**config.mk**
```make
export PLATFORM = sky130hd
export DESIGN_NAME = snd_regif
export DESIGN_NICKNAME = d
export VERILOG_FILES = /design/src/rtl/snd_regif_pkg.sv /design/src/rtl/snd_addr_decode.sv /design/src/rtl/snd_strobe_gen.sv /design/src/rtl/snd_status_unit.sv /design/src/rtl/snd_regif.sv
export SDC_FILE = /design/constraint.sdc
export NUM_CORES = 1
export LEC_CHECK = 0
export BUFFER_PORTS_ARGS = -buffer_cell sky130_fd_sc_hd__buf_2
export CORE_UTILIZATION = 46
export DETAILED_ROUTE_END_ITERATION = 10
export PLACE_DENSITY = 0.9
export SYNTH_ARGS = -nofsm -noshare
export SYNTH_HDL_FRONTEND = slang
export SYNTH_SLANG_ARGS = --single-unit
```
**constraint.sdc**
```tcl
create_clock -name clk -period 2.4 [get_ports clk]
set_clock_uncertainty 0.2 [all_clocks]
set_input_delay 0.24 -clock clk [delete_from_list [all_inputs] [get_ports clk]]
set_output_delay 0.24 -clock clk [all_outputs]
set_load 0.005 [all_outputs]
```
**src/rtl/snd_regif_pkg.sv**
```systemverilog
`timescale 1ns/1ps
package snd_regif_pkg;

  localparam int NUM_STROBES = 19;
  localparam int OFS_W       = 5;
  localparam int SEL_W       = 5;

  // Status byte bit positions that the processor decodes.
  localparam int ST_FRAME_BIT = 6;
  localparam int ST_PLAY_BIT  = 7;
  localparam int EN_INHIBIT_BIT = 6;  // frame control: interrupt inhibit

  localparam logic [OFS_W-1:0] OFS_STATUS = 5'h15;

  typedef enum logic [SEL_W-1:0] {
    SEL_SQA_CTL = 5'd0,  SEL_SQA_SWP = 5'd1,  SEL_SQA_TLO = 5'd2,  SEL_SQA_THI = 5'd3,
    SEL_SQB_CTL = 5'd4,  SEL_SQB_SWP = 5'd5,  SEL_SQB_TLO = 5'd6,  SEL_SQB_THI = 5'd7,
    SEL_TRI_LIN = 5'd8,  SEL_TRI_TLO = 5'd9,  SEL_TRI_THI = 5'd10,
    SEL_NZ_CTL  = 5'd11, SEL_NZ_PER  = 5'd12, SEL_NZ_LEN  = 5'd13,
    SEL_PB_CTL  = 5'd14, SEL_PB_LVL  = 5'd15, SEL_PB_ADR  = 5'd16, SEL_PB_LEN = 5'd17,
    SEL_FRM_CTL = 5'd18
  } reg_sel_e;

  typedef struct packed {
    logic     hit;     // channel register
    reg_sel_e sel;
    logic     status;  // status register
  } decode_t;

  function automatic decode_t map_offset(input logic [OFS_W-1:0] ofs);
    decode_t d;
    d.hit    = 1'b1;
    d.status = 1'b0;
    d.sel    = SEL_SQA_CTL;
    case (ofs)
      5'h00: d.sel = SEL_SQA_CTL;
      5'h01: d.sel = SEL_SQA_SWP;
      5'h02: d.sel = SEL_SQA_TLO;
      5'h03: d.sel = SEL_SQA_THI;
      5'h04: d.sel = SEL_SQB_CTL;
      5'h05: d.sel = SEL_SQB_SWP;
      5'h06: d.sel = SEL_SQB_TLO;
      5'h07: d.sel = SEL_SQB_THI;
      5'h08: d.sel = SEL_TRI_LIN;
      5'h0A: d.sel = SEL_TRI_TLO;
      5'h0B: d.sel = SEL_TRI_THI;
      5'h0C: d.sel = SEL_NZ_CTL;
      5'h0E: d.sel = SEL_NZ_PER;
      5'h0F: d.sel = SEL_NZ_LEN;
      5'h10: d.sel = SEL_PB_CTL;
      5'h11: d.sel = SEL_PB_LVL;
      5'h12: d.sel = SEL_PB_ADR;
      5'h13: d.sel = SEL_PB_LEN;
      5'h17: d.sel = SEL_FRM_CTL;
      5'h15: begin
        d.hit    = 1'b0;
        d.status = 1'b1;
      end
      default: d.hit = 1'b0;
    endcase
    return d;
  endfunction

endpackage

```
**src/rtl/snd_addr_decode.sv**
```systemverilog
`timescale 1ns/1ps
module snd_addr_decode
  import snd_regif_pkg::*;
#(
  parameter int              ADDR_W    = 16,
  parameter logic [ADDR_W-1:0] BASE_ADDR = 16'h4000
) (
  input  logic [ADDR_W-1:0] addr,
  output logic              dec_hit,
  output reg_sel_e          dec_sel,
  output logic              dec_status,
  output logic              dec_ext
);

  localparam int HI_W = ADDR_W - OFS_W;

  logic    in_window;
  decode_t raw;

  assign in_window = (addr[ADDR_W-1:OFS_W] == BASE_ADDR[ADDR_W-1:OFS_W]);

  always_comb begin
    raw        = map_offset(addr[OFS_W-1:0]);
    dec_hit    = in_window && raw.hit;
    dec_status = in_window && raw.status;
    dec_sel    = raw.sel;
    dec_ext    = !(dec_hit || dec_status);
  end

  // Decoded classes are mutually exclusive.
  always_comb begin
    a_r4_class_exclusive: assert ($countones({dec_hit, dec_status, dec_ext}) == 1 || $isunknown(addr));
  end

  if (HI_W < 1) begin : g_bad_width
    initial $error("ADDR_W must exceed window width");
  end

endmodule

```
**src/rtl/snd_strobe_gen.sv**
```systemverilog
`timescale 1ns/1ps
module snd_strobe_gen
  import snd_regif_pkg::*;
#(
  parameter int ADDR_W = 16,
  parameter int DATA_W = 8
) (
  input  logic                   clk,
  input  logic                   rst,
  input  logic                   we,
  input  logic                   dec_hit,
  input  reg_sel_e               dec_sel,
  input  logic                   dec_ext,
  input  logic [ADDR_W-1:0]      addr,
  input  logic [DATA_W-1:0]      wdata,
  output logic [NUM_STROBES-1:0] wr_strobe,
  output logic [DATA_W-1:0]      wr_data,
  output logic                   ext_wr,
  output logic [ADDR_W-1:0]      ext_addr
);

  for (genvar i = 0; i < NUM_STROBES; i++) begin : g_strobe
    always_ff @(posedge clk) begin
      if (rst) wr_strobe[i] <= 1'b0;
      else     wr_strobe[i] <= we && dec_hit && (dec_sel == reg_sel_e'(i));
    end
  end

  always_ff @(posedge clk) begin
    if (rst) begin
      ext_wr   <= 1'b0;
      ext_addr <= '0;
      wr_data  <= '0;
    end else begin
      ext_wr <= we && dec_ext;
      if (we) begin
        ext_addr <= addr;
        wr_data  <= wdata;
      end
    end
  end

  // at most one strobe of any kind per cycle
  a_r12_onehot: assert property (@(posedge clk) disable iff (rst)
    $onehot0({wr_strobe, ext_wr}));

  // no strobe the cycle after an idle bus
  a_r12_single_cycle: assert property (@(posedge clk) disable iff (rst)
    !we |=> (wr_strobe == '0 && !ext_wr));

  // unmapped write forwarded with its address
  a_r4_ext_fwd: assert property (@(posedge clk) disable iff (rst)
    (we && dec_ext) |=> (ext_wr && ext_addr == $past(addr) && wr_data == $past(wdata)));

endmodule

```
**src/rtl/snd_status_unit.sv**
```systemverilog
`timescale 1ns/1ps
module snd_status_unit
  import snd_regif_pkg::*;
#(
  parameter int DATA_W  = 8,
  parameter int NUM_LEN = 4
) (
  input  logic               clk,
  input  logic               rst,
  input  logic               we,
  input  logic               re,
  input  logic               is_status,
  input  logic               is_frame_ctl,
  input  logic [NUM_LEN:0]   en_bits,
  input  logic               inhibit_bit,
  input  logic [NUM_LEN-1:0] len_active,
  input  logic               bytes_left,
  input  logic               frame_irq_set,
  input  logic               play_irq_set,
  input  logic               ext_irq,
  output logic [NUM_LEN:0]   chan_en,
  output logic [DATA_W-1:0]  rd_data,
  output logic               irq
);

  localparam int EN_W = NUM_LEN + 1;

  logic frame_q, play_q;
  logic frame_clr, play_clr, status_wr;

  assign status_wr = we && is_status;
  assign frame_clr = (re && is_status) || (we && is_frame_ctl && inhibit_bit);
  assign play_clr  = status_wr;

  always_ff @(posedge clk) begin
    if (rst) begin
      frame_q <= 1'b0;
      play_q  <= 1'b0;
      chan_en <= '0;
    end else begin
      // Set has priority so that no event is lost.
      if (frame_irq_set)  frame_q <= 1'b1;
      else if (frame_clr) frame_q <= 1'b0;
      if (play_irq_set)   play_q  <= 1'b1;
      else if (play_clr)  play_q  <= 1'b0;
      if (status_wr)      chan_en <= en_bits[EN_W-1:0];
    end
  end

  always_comb begin
    rd_data = '0;
    if (re && is_status) begin
      for (int b = 0; b < NUM_LEN; b++) rd_data[b] = len_active[b];
      rd_data[NUM_LEN]      = bytes_left;
      rd_data[ST_FRAME_BIT] = frame_q;
      rd_data[ST_PLAY_BIT]  = play_q;
    end
  end

  assign irq = frame_q || play_q || ext_irq;

  // a status read without a set event clears the frame flag
  a_r6_read_clears: assert property (@(posedge clk) disable iff (rst)
    (re && is_status && !frame_irq_set) |=> !rd_frame_peek());

  // a status write loads the enables
  a_r7_enable_load: assert property (@(posedge clk) disable iff (rst)
    status_wr |=> (chan_en == $past(en_bits)));

  // a status write without a set event clears the playback flag
  a_r7_play_clear: assert property (@(posedge clk) disable iff (rst)
    (status_wr && !play_irq_set) |=> !irq_play_peek());

  // set events always leave the flag high
  a_r10_frame_set_wins: assert property (@(posedge clk) disable iff (rst)
    frame_irq_set |=> irq);
  a_r10_play_set_wins: assert property (@(posedge clk) disable iff (rst)
    play_irq_set |=> irq);

  // bit 5 of any read is zero
  always_comb begin
    a_r5_bit5_zero: assert (rd_data[5] == 1'b0);
  end

  function automatic logic rd_frame_peek();
    return frame_q;
  endfunction

  function automatic logic irq_play_peek();
    return play_q;
  endfunction

endmodule

```
**src/rtl/snd_regif.sv**
```systemverilog
`timescale 1ns/1ps
module snd_regif
  import snd_regif_pkg::*;
#(
  parameter int              ADDR_W    = 16,
  parameter int              DATA_W    = 8,
  parameter int              NUM_LEN   = 4,
  parameter logic [ADDR_W-1:0] BASE_ADDR = 16'h4000
) (
  input  logic                   clk,
  input  logic                   rst,
  input  logic [ADDR_W-1:0]      bus_addr,
  input  logic [DATA_W-1:0]      bus_wdata,
  input  logic                   bus_we,
  input  logic                   bus_re,
  input  logic [NUM_LEN-1:0]     len_active,
  input  logic                   play_bytes_left,
  input  logic                   frame_irq_set,
  input  logic                   play_irq_set,
  input  logic                   ext_irq_in,
  output logic [NUM_STROBES-1:0] wr_strobe,
  output logic [DATA_W-1:0]      wr_data,
  output logic [NUM_LEN:0]       chan_en,
  output logic                   ext_wr,
  output logic [ADDR_W-1:0]      ext_addr,
  output logic [DATA_W-1:0]      rd_data,
  output logic                   irq
);

  logic     dec_hit, dec_status, dec_ext;
  reg_sel_e dec_sel;
  logic     is_frame_ctl;

  snd_addr_decode #(
    .ADDR_W   (ADDR_W),
    .BASE_ADDR(BASE_ADDR)
  ) u_dec (
    .addr      (bus_addr),
    .dec_hit   (dec_hit),
    .dec_sel   (dec_sel),
    .dec_status(dec_status),
    .dec_ext   (dec_ext)
  );

  assign is_frame_ctl = dec_hit && (dec_sel == SEL_FRM_CTL);

  snd_strobe_gen #(
    .ADDR_W(ADDR_W),
    .DATA_W(DATA_W)
  ) u_stb (
    .clk      (clk),
    .rst      (rst),
    .we       (bus_we),
    .dec_hit  (dec_hit),
    .dec_sel  (dec_sel),
    .dec_ext  (dec_ext),
    .addr     (bus_addr),
    .wdata    (bus_wdata),
    .wr_strobe(wr_strobe),
    .wr_data  (wr_data),
    .ext_wr   (ext_wr),
    .ext_addr (ext_addr)
  );

  snd_status_unit #(
    .DATA_W (DATA_W),
    .NUM_LEN(NUM_LEN)
  ) u_sts (
    .clk          (clk),
    .rst          (rst),
    .we           (bus_we),
    .re           (bus_re),
    .is_status    (dec_status),
    .is_frame_ctl (is_frame_ctl),
    .en_bits      (bus_wdata[NUM_LEN:0]),
    .inhibit_bit  (bus_wdata[EN_INHIBIT_BIT]),
    .len_active   (len_active),
    .bytes_left   (play_bytes_left),
    .frame_irq_set(frame_irq_set),
    .play_irq_set (play_irq_set),
    .ext_irq      (ext_irq_in),
    .chan_en      (chan_en),
    .rd_data      (rd_data),
    .irq          (irq)
  );

  // external request reaches the interrupt output
  a_r8_ext_irq: assert property (@(posedge clk) disable iff (rst)
    ext_irq_in |-> irq);

  // a status write never produces a channel or expansion strobe
  a_r7_no_strobe: assert property (@(posedge clk) disable iff (rst)
    (bus_we && dec_status) |=> (wr_strobe == '0 && !ext_wr));

endmodule

```
# [Word level (Yosys, flattened, before mapping)]
# Index checks and enable logic that the tools add are counted.
[op_classes] multipliers=0 order_cmp=0 n_eq_ne=38 reduce_logical=38 n_addsub=0 div_mod_pow=0 shifts=0 n_bitwise=0 muxes=9
[op_table] cell="5-bit one-hot mux with 18 select lines" n=1
[op_table] cell="5-bit by 4-bit equality test with 1-bit output (second input constant)" n=14
[op_table] cell="5-bit equality test (second input constant)" n=9
[op_table] cell="5-bit by 3-bit equality test with 1-bit output (second input constant)" n=8
[op_table] cell="1-bit logical AND" n=28
[op_table] cell="5-bit by 2-bit equality test with 1-bit output (second input constant)" n=4
[op_table] cell="19-bit OR reduction" n=1
[op_table] cell="11-bit by 10-bit equality test with 1-bit output (second input constant)" n=1
[op_table] cell="5-bit by 1-bit equality test with 1-bit output (second input constant)" n=2
[op_table] cell="5-bit logical NOT" n=2
[op_table] cell="1-bit two-way mux" n=6
[op_table] cell="5-bit two-way mux" n=1
[op_table] cell="1-bit logical OR" n=4
[op_table] cell="2-bit nonzero test" n=2
[op_table] cell="2-bit two-way mux" n=1
[op_table] cell="1-bit logical NOT" n=1
[totals] mem_bits_ro=0 output_inout_bits=58 ramBits=0 latchBits=0 wordCells=110 memories=0 regBits=51 input_bits=36

# [Logic depth before layout (Yosys ltp)]
# Gate-level depths: netlist of the first run.
[logic_depth] ltp_word=10 mapped_depth=7 ltp_nobuf=4

# [Modules after synthesis]
# Synthesis of the first run repeated with hierarchy kept, for this count alone.
[hier_totals] cells_unflattened=216 area_unflattened_um2=2089.5
[modules_own_cells] module="snd_strobe_gen" cells_per_inst=132 n_inst=1 area_each_um2=1443.9
[modules_own_cells] module="snd_status_unit" cells_per_inst=42 n_inst=1 area_each_um2=375.4
[modules_own_cells] module="snd_addr_decode" cells_per_inst=40 n_inst=1 area_each_um2=251.5
[modules_own_cells] module="snd_regif" cells_per_inst=2 n_inst=1 area_each_um2=18.8

# [Worst setup path after synthesis of the first run]
# No wires, ideal clock.
[synth_path] path_type="in2out" startpoint="in bus_addr[4]" endpoint="out rd_data[0]" setup_slack_ps=540 stages=6 n_path_buf=2 arrival_ps=1420 path_cell_list="clkbuf_1 -> nand3b_1 -> nor2_1 -> and4_1 -> clkbuf_1 -> and2_1"
[synth_via] elab_chain_cells=5
[synth_rtl] element="start, declared" line="snd_regif.sv:12" rtl="input logic [ADDR_W-1:0] bus_addr,"
[synth_rtl] element="5-bit equality test" line="snd_regif_pkg.sv:35" rtl="case (ofs)"
[synth_rtl] element="1-bit two-way mux" line="snd_regif_pkg.sv:35"
[synth_rtl] element="1-bit logical AND" line="snd_addr_decode.sv:25" rtl="dec_status = in_window && raw.status;"
[synth_rtl] element="1-bit logical AND" line="snd_status_unit.sv:52" rtl="if (re && is_status) begin"
[synth_rtl] element="5-bit two-way mux" line="snd_status_unit.sv:52"
[synth_rtl] element="end, declared" line="snd_regif.sv:26" rtl="output logic [DATA_W-1:0] rd_data,"
# No other way between the ends.

# [Worst setup path after layout of the first run]
[layout_path] startpoint="in bus_addr[11]" endpoint="reg u_stb.wr_strobe[11]"
[layout_via] elab_chain_cells=4
[layout_rtl] element="11-bit by 10-bit equality test with 1-bit output" line="snd_addr_decode.sv:20" rtl="assign in_window = (addr[ADDR_W-1:OFS_W] == BASE_ADDR[ADDR_W-1:OFS_W]);"
[layout_rtl] element="1-bit logical AND" line="snd_addr_decode.sv:24" rtl="dec_hit = in_window && raw.hit;"
[layout_rtl] element="1-bit logical AND (2 in series)" line="snd_strobe_gen.sv:25" rtl="else wr_strobe[i] <= we && dec_hit && (dec_sel == reg_sel_e'(i));"
[layout_rtl] element="end signal, assigned by index" line="snd_strobe_gen.sv:25"
[layout_rtl] element="end, declared" line="snd_strobe_gen.sv:16" rtl="output logic [NUM_STROBES-1:0] wr_strobe,"
# No other way between the ends.
# A chain may end at the register's enable or synchronous reset.

==> results of run 1 <==
-- stage by stage --
stage | area [sq um] | utilization [%] | worst slack (ns) | cells
2_1_floorplan | 2029 | - | 0.5396 | 200
3_3_place_gp | 2489 | 60.47 | 0.1280 | 329
3_5_place_dp | 2489 | 60.47 | 0.05815 | 329
4_1_cts | 2688 | 65.31 | 0.3767 | 348
5_1_grt | 2688 | 65.31 | 0.2490 | 348
6_report | 2688 | 65.31 | 0.3682 | 348
-- cell usage in the layout (no fill, tap or decap), drive strengths merged --
cell	Yosys	final
o32ai	1	1
nand3b	1	1
inv	5	5
clkinvlp	0	2
mux2i	24	24
clkbuf	10	5
nor4b	1	1
or3	3	3
and4	2	2
nor4	12	12
nand3	6	6
nand2	4	4
buf	7	96
a221oi	1	1
dlygate4sd3	0	11
and3b	1	1
nor3	9	9
nor2	27	27
nand2b	4	4
o2111ai	1	1
a21o	1	1
and2	8	8
a2111o	1	1
or2	2	2
o21ai	8	8
clkinv	0	1
nor2b	1	1
nand4	1	1
conb	1	1
a21oi	7	7
dfxtp	51	51
-- where the power goes --
group          total [uW]  switching (uW)  internal, uW
Combinational         185            96.3          88.6
Sequential            887            13.6           873
Clock                 480             277           203
-- flip-flops by register name, summed over array words and instances (netlist names) --
register,flops
u_stb.ext_addr,16
u_sts.frame_q,1
u_sts.play_q,1
u_stb.wr_data,8
u_stb.ext_wr,1
u_stb.wr_strobe,19
u_sts.chan_en,5
-- final cells by class --
class                           count  share of cell area [%]
Clock inverter                      3                  0.7449
Clock buffer                        5                   2.561
Inverter                            5                  0.6983
Tap cell                           50                   2.328
Sequential cell                    51                   37.99
Multi-Input combinational cell    127                   33.33
Timing Repair Buffer              107                   22.35
-- metal layers --
layer / track usage (%) / vias up
li1: - / 884
met1: 24.82 / 828
met2: 33.58 / 77
met3: 5.667 / 13
met4: 9.375 / 0
met5: 0 / -
-- path summary, 6_finish.rpt --
path                    endpoint  cells after the start              from
max reg2reg        u_sts.frame_q                      2     u_sts.frame_q
min           u_stb.ext_addr[15]                      3      bus_addr[15]
max          u_stb.wr_strobe[11]                      5      bus_addr[11]
min reg2reg     u_sts.chan_en[3]                      2  u_sts.chan_en[3]
-- critical path, stage by stage --
cell and delay (ns):
buf_2 0.12, nor4b_4 0.35, nand4_4 0.20, a2111o_1 0.73, nor4_1 0.37
-- kinds of logic (layout without fill, tap and decap cells) --
family,after synthesis,after routing
AOI/OAI and AO/OA,20,20
buffers and inverters,22,120
DFF,51,51
muxes,24,24
other,1,1
and+or+nand+nor,82,82
==> results_dict.tcl, run 1 <==
set metrics [dict create \
    status "finished, final reports clean" \
    synthesis.nets 236 \
    vias 1802 \
    firstDrtPassIters 4 \
    finalCritPeriodShare_pct 84.66 \
    dr_wl_met3_um 316 \
    async_flop_share_pct 0 \
    avgSynthCellArea_sq_um 10.15 \
    num_rows 23 \
    antenna_cells 0 \
    drtIter0Drc 68 \
    setup_viol 0 \
    ios 94 \
    rrSetupSlack_ns 1.51 \
    ant_nets 0 \
    p_leak_uw 0.001307 \
    maxCapViolCount 0 \
    die-height_um 68.42 \
    initial_core_util_pct 49.32 \
    htreeDepth 2 \
    grt_max_degree 34 \
    grt_pass1_wl_mm 7.038 \
    clock.fmax_mhz 492.2 \
    finalMaxSlewViolations 0 \
    tightest_slew_ns 0.7545 \
    yosysTopAreaCellShare_pct 50.31 \
    synthAdderAreaFrac_pct 0 \
    drt-met1-wl_mm 1.940 \
    coreArea_sq_um 4115 \
    synthSimpleGateAreaFrac_pct 26.20 \
    synth_most_common_cell "dfxtp_1" \
    yosysUniqueCellTypes 36 \
    timing.hold.ws_ns 0.005804 \
    antenna_found_initial 0 \
    grt_usage_pct 20.54 \
    synth_compound_area_share_pct 5.919 \
    setup_tns_ns 0 \
    top_layer "met4" \
    synth_edf_count 0 \
    hold_path.class "in -> reg" \
    cts_sinks 51 \
    ys.flop_type "dfxtp_1" \
    power_density_nw_per_um2 577.3 \
    synth-seq-cells 51 \
    cts_setup_buffers 0 \
    dieArea_sq_um 4681 \
    clock_latency_ns 0.30 \
    ys_top_cells_by_area "dfxtp_1, mux2i_1, nor2_1" \
    area_delta_synth_final_pct 32.43 \
    syn_area_sq_um 2029 \
    ys_seq_area_share_pct 50.31 \
    fin_crit_ns 2.032 \
    overflow 0 \
    portBuffers 92 \
    die_w_um 68.42 \
    crit_arrival_ns 2.02 \
    grt_setup_unrepaired "no" \
    seqCellArea_sq_um 1021 \
    cts_buffers 5 \
    dp_hpwl_mm 3.259 \
    synth_warnings 0 \
    worstSetupPathType "in -> reg" \
    worstSetupEndpointType "register" \
    cts_buffer_depth 2 \
    synth_top_family_by_area "simple AND/OR/NAND/NOR gates" \
    required_ns 2.39 \
    cp_max_fo 19 \
    vdd_ir_drop_max_mv 0.3689 \
    hold_viol 0 \
    multi_input_comb_area_sq_um 895.9 \
    drive_gt1_share_pct 39.93 \
    yosysTopAreaCell "dfxtp_1" \
    post_cts_resized 0 \
    cts_tree "done" \
    power.total_uw 1552 \
    netlist_instances 200 \
    synth_xor_area_share_pct 0 \
    root_buffer "clkbuf_8" \
    wl_met2_mm 2.358 \
    start_kind "input port" \
    grt_pass1_vias 1531 \
    vias_per_cell 5.178 \
    slew_headroom_pct 49.70 \
    clk_pin_slew_ns 0.09 \
    muxShareOfSynthArea_pct 11.84 \
    fillers 345 \
    netlist_top_cells_count "dfxtp_1, nor2_1, mux2i_1, clkbuf_1, nor4_1" \
    layout.nets 333 \
    hold_buffers 11 \
    wl_per_cell_um 13.54 \
    place.gp.congestion 0.7717 \
    finalWirelength_mm 4.711 \
    drc 0 \
]
(Power assumes the default switching activity.)
==> inputs of run 2 (changes only) <==
- clock period: 2.4 -> 1.9 ns (I/O delays scaled with it)
==> run 2 against run 1 <==
Count of clock-buffer cells in the layout increased by 3. Routed wire length increased by 9.0%. Global-route usage increased by 2.4 points. First-iteration DRC count decreased by 37%.
==> results_dict.tcl, run 2 (synthesis results as in run 1) <==
set metrics [dict create \
    antenna_cells 0 \
    power_density_nw_per_um2 708.4 \
    cts_buffers 5 \
    largestRegisters "u_stb.wr_strobe x19, u_stb.ext_addr x16, u_stb.wr_data x8" \
    grt_pass1_wl_mm 7.941 \
    r2r-end "u_sts.frame_q" \
    antenna_found_initial 0 \
    final_area_sq_um 2892 \
    largest_register "u_stb.wr_strobe" \
    die-height_um 68.42 \
    maxCapViolCount 0 \
    wl_met2_mm 2.567 \
    start_kind "input port" \
    top_layer "met4" \
    reg2regPathDepth 2 \
    largest_register_ffs 19 \
    overflow 0 \
    firstDrtPassIters 4 \
    coreArea_sq_um 4115 \
    root_buffer "clkbuf_8" \
    hold_viol 0 \
    portBuffers 92 \
    grt_max_degree 34 \
    vias 1848 \
    initial_core_util_pct 49.32 \
    layout.nets 352 \
    finalMaxSlewViolations 0 \
    setup_viol 0 \
    cp_max_fo 8 \
    clock_latency_ns 0.30 \
    ant_nets 0 \
    clk_pin_slew_ns 0.08 \
    num_rows 23 \
    finalWirelength_mm 5.133 \
    final_common_cell "buf_2" \
    clock.fmax_mhz 543.9 \
    dpl_cell_area_sq_um 2539 \
    vdd_ir_drop_max_mv 0.5581 \
    status "finished, final reports clean" \
    dr_wl_met3_um 378 \
    timing.hold.ws_ns 0.03373 \
    fin_crit_ns 1.839 \
    drtIter0Drc 43 \
    dieArea_sq_um 4681 \
    die_w_um 68.42 \
    crit_arrival_ns 1.45 \
    wl_per_cell_um 13.99 \
    drt-met1-wl_mm 2.092 \
    dp_hpwl_mm 3.423 \
    utilization_pct 70.26 \
    crit_start "bus_addr[13]" \
    place.gp.congestion 0.7591 \
    area_delta_synth_final_pct 42.48 \
    crit_end "rd_data[7]" \
    worstSetupEndpointType "primary output" \
    layout_common_cells "buf_2, dfxtp_1, nor2_1, mux2i_1, dlygate4sd3_1" \
    setup_tns_ns 0 \
    required_ns 1.51 \
    grt_pass1_vias 1788 \
    grt_usage_pct 22.89 \
    drive_gt1_share_pct 40.06 \
    rrSetupSlack_ns 1.00 \
    p_leak_uw 0.001409 \
    htreeDepth 2 \
    finalCritPeriodShare_pct 96.76 \
    cts_sinks 51 \
    ios 94 \
    cts_buffer_depth 2 \
    r2r-start "u_sts.frame_q" \
    vias_per_cell 5.035 \
    cts_tree "done" \
    worstSetupPathType "in -> out" \
    drc 0 \
    hold_path.class "in -> reg" \
]
[run 2: cell types whose count changed in the layout (fill, tap and decap cells not counted)]
| cell | change |
|---|---|
| and4_2 | +1 |
| dlygate4sd3_1 | +12 |
| clkbuf_8 | +2 |
| and4_1 | -1 |
| clkbuf_1 | +1 |
| clkinv_2 | -1 |
| nor4_1 | -1 |
| nor4_2 | +1 |
| buf_4 | +6 |
| buf_12 | +1 |
| clkinvlp_4 | -2 |
[run 2: how the worst min path moves through the flow]
| stage | cells past startpoint | start | to |
|---|---|---|---|
| floorplan | 2 | play_irq_set | u_sts.play_q |
| global placement | 3 | frame_irq_set | u_sts.frame_q |
| detailed placement | 3 | frame_irq_set | u_sts.frame_q |
| CTS | 3 | bus_addr[0] | u_stb.ext_addr[0] |
| global route | 3 | bus_addr[2] | u_stb.ext_addr[2] |
| finish | 3 | bus_addr[0] | u_stb.ext_addr[0] |
[run 2: layout make-up]
type | count | area (sq um)
sequential | 51 | 1021
multi-input combinational | 127 | 903.4
timing repair buffer | 126 | 785.8
inverter | 5 | 18.77
fill | 303 | 1224
clock buffer | 8 | 100.1
tap | 50 | 62.56
[run 2: critical path: stages]
cell,delay [ns]
buf_2,0.12
nor4b_4,0.33
and2_1,0.22
and4_2,0.30
and2_1,0.16
buf_2,0.12
[run 2: per-layer routing]
layer | global-route usage (%) | up-vias
met5 | 0 | -
met4 | 8.854 | 0
met3 | 6.667 | 11
met2 | 39.95 | 75
met1 | 25.96 | 846
li1 | - | 916
[run 2: what timing repair did]
action | in CTS | in global routing
hold endpoints to repair | 28 | 0
setup buffers | 0 | 2
setup endpoints to repair | 0 | 7
gates resized for setup | 0 | 2
hold buffers | 23 | 0
[run 2: where the power goes]
part | internal [uW] | switching, uW
Sequential | 1100 | 17.6
Clock | 333 | 332
Combinational | 134 | 130
Total | 1570 | 479
[run 2: stage by stage]
stage	std cells	setup WS, ns	power (uW)
after detailed placement	334	-0.1641	1364
final	367	0.06150	2048
after global routing	367	-0.02626	2137
after floorplan	200	0.1136	1264
after global placement	334	-0.04085	1357
after CTS	365	0.003045	2056
==> inputs of run 3 (changes only) <==
- BUFFER_PORTS_ARGS: -buffer_cell sky130_fd_sc_hd__buf_2 -> unset
- CORE_UTILIZATION: 46 -> 59
- DONT_BUFFER_PORTS: unset -> 1
- PLACE_DENSITY: 0.9 -> 0.86
- REMOVE_ABC_BUFFERS: unset -> 1
==> run 3 against run 2 <==
The run now ends with negative hold slack, negative setup slack left. Die area down 21%. Clock power down 6.9%. Non-clock buffer count down 51. Critical path type is now in -> reg. Largest cell class unchanged.
==> results_dict.tcl, run 3 (synthesis results as in run 1) <==
set metrics [dict create \
    start_kind "input port" \
    drc 0 \
    firstDrtPassIters 4 \
    intPower_uw 1526 \
    dp_slack_ns 0.01658 \
    required_ns 2.03 \
    overflow 0 \
    p_comb_share_pct 12.7 \
    placed_cells 231 \
    finalWorstSetupSlack_ns -0.004632 \
    timing.hold.ws_ns -0.08564 \
    swShare_pct 23.96 \
    root_buffer "clkbuf_4" \
    drtIter0Drc 139 \
    clock_latency_ns 0.40 \
    worstSetupEndpointType "register" \
    clk_pin_slew_ns 0.13 \
    vias_per_cell 6.104 \
    largest_register "u_stb.wr_strobe" \
    power.total_uw 2007 \
    finalCritPeriodShare_pct 100.2 \
    coreArea_sq_um 3153 \
    worstSetupPathType "in -> reg" \
    setup_viol 2 \
    cp_max_fo 9 \
    cts_buffers 5 \
    grt_setup_unrepaired "no" \
    ios 94 \
    grt_pass1_vias 1852 \
    antenna_found_initial 0 \
    dp_hpwl_mm 3.039 \
    finalWirelength_mm 6.715 \
    die_w_um 60.65 \
    p_sw_uw 480.7 \
    finalMaxSlewViolations 0 \
    p_seq_share_pct 56.6 \
    largestRegisters "u_stb.wr_strobe x19, u_stb.ext_addr x16, u_stb.wr_data x8" \
    slew_headroom_pct 19.67 \
    grt_usage_pct 37.07 \
    final_common_cell "dlygate4sd3_1" \
    violations "negative hold slack, negative setup slack" \
    grt_pass1_wl_mm 9.494 \
    final_cells 309 \
    clock.fmax_mhz 525.0 \
    wl_per_cell_um 21.73 \
    fillers 149 \
    fin_crit_ns 1.905 \
    htreeDepth 2 \
    layout_common_cells "dlygate4sd3_1, dfxtp_1, nor2_1, mux2i_1, buf_4" \
    status "complete, but fails checks" \
    area_delta_synth_final_pct 38.59 \
    dieArea_sq_um 3678 \
    power_density_nw_per_um2 713.5 \
    clockPowerShare_pct 30.8 \
    place.gp.congestion 0.7781 \
    ant_nets 0 \
    initial_core_util_pct 64.37 \
    largest_register_ffs 19 \
    tightest_slew_ns 1.201 \
    portBuffers 0 \
    utilization_pct 89.21 \
    vdd_ir_drop_max_mv 0.6707 \
    cts_sinks 51 \
    cts_buffer_depth 2 \
    drive_gt1_share_pct 12.45 \
    hold_viol 6 \
    antenna_cells 0 \
    maxCapViolCount 0 \
    layout.nets 301 \
    grt_max_degree 34 \
    hold_path.class "in -> reg" \
    num_rows 20 \
    cts_tree "done" \
    crit_arrival_ns 2.04 \
    vias 1886 \
    die-height_um 60.65 \
    p_leak_uw 0.001098 \
]
-- run 3: changes by cell type in the layout (fill, tap and decap cells not counted), sizes merged --
cell         before  now
buf             103   10
dlygate4sd3      23   65
clkbuf            8    6
bufinv            0    1
-- run 3: path summary, 6_finish.rpt --
check,startpoint,endpoint,slack [ns],depth (start not counted)
worst max-delay path,bus_addr[10],u_stb.wr_strobe[1],-0.005,6
worst min-delay path,bus_addr[4],u_stb.wr_strobe[7],-0.09,2
worst max register to register,u_stb.ext_addr[4],u_stb.ext_addr[4],0.30,3
worst min register to register,u_sts.frame_q,u_sts.frame_q,0.33,2
-- run 3: final cells by class --
type,instances,area [sq um],area share [%]
timing repair buffer,75,738.2,26.25
sequential,51,1021,36.30
clock inverter,1,30.03,1.068
multi-input combinational,127,908.4,32.30
clock buffer,6,41.29,1.468
tap,44,55.05,1.957
inverter,5,18.77,0.6673
-- run 3: per-stage QoR --
stage | hold slack [ns] | setup TNS, ns | cell area [sq um]
2_1_floorplan | 0.05907 | -0.1118 | 1936
3_5_place_dp | 0.06535 | 0 | 2033
3_3_place_gp | 0.06359 | 0 | 2033
5_1_grt | -0.1111 | 0 | 2813
4_1_cts | 0.002223 | 0 | 2755
6_report | -0.08564 | -0.007370 | 2813
-- run 3: what timing repair did --
action                                  4_1_cts  5_1_grt
setup buffers                                 0        6
hold endpoints to repair                     51        7
endpoints found under the setup margin        0        3
resized for setup                             0        2
hold buffers                                 65        1
-- run 3: routing by layer --
metal  track usage, %  vias up  share of wire (%)
met5                0        -                  0
met4            18.18        0                4.9
met3            13.86       33                8.5
met2            66.25      141                 53
met1            38.01      890                 34
li1                 -      822                  -
-- run 3: power by group through the flow --
stage	clock network, uW	logic [uW]	registers (uW)
after floorplan	0	81.1	1150
after global placement	0	88.5	1150
after detailed placement	0	95.8	1150
after CTS	589	229	1130
after global routing	664	268	1140
final	618	254	1140
-- run 3: critical path, stage by stage --
cell,delay [ns]
nor4_4,0.42
nand4_4,0.16
a2111o_1,0.42
buf_12,0.16
nor3_2,0.14
dlygate4sd3_1,0.55
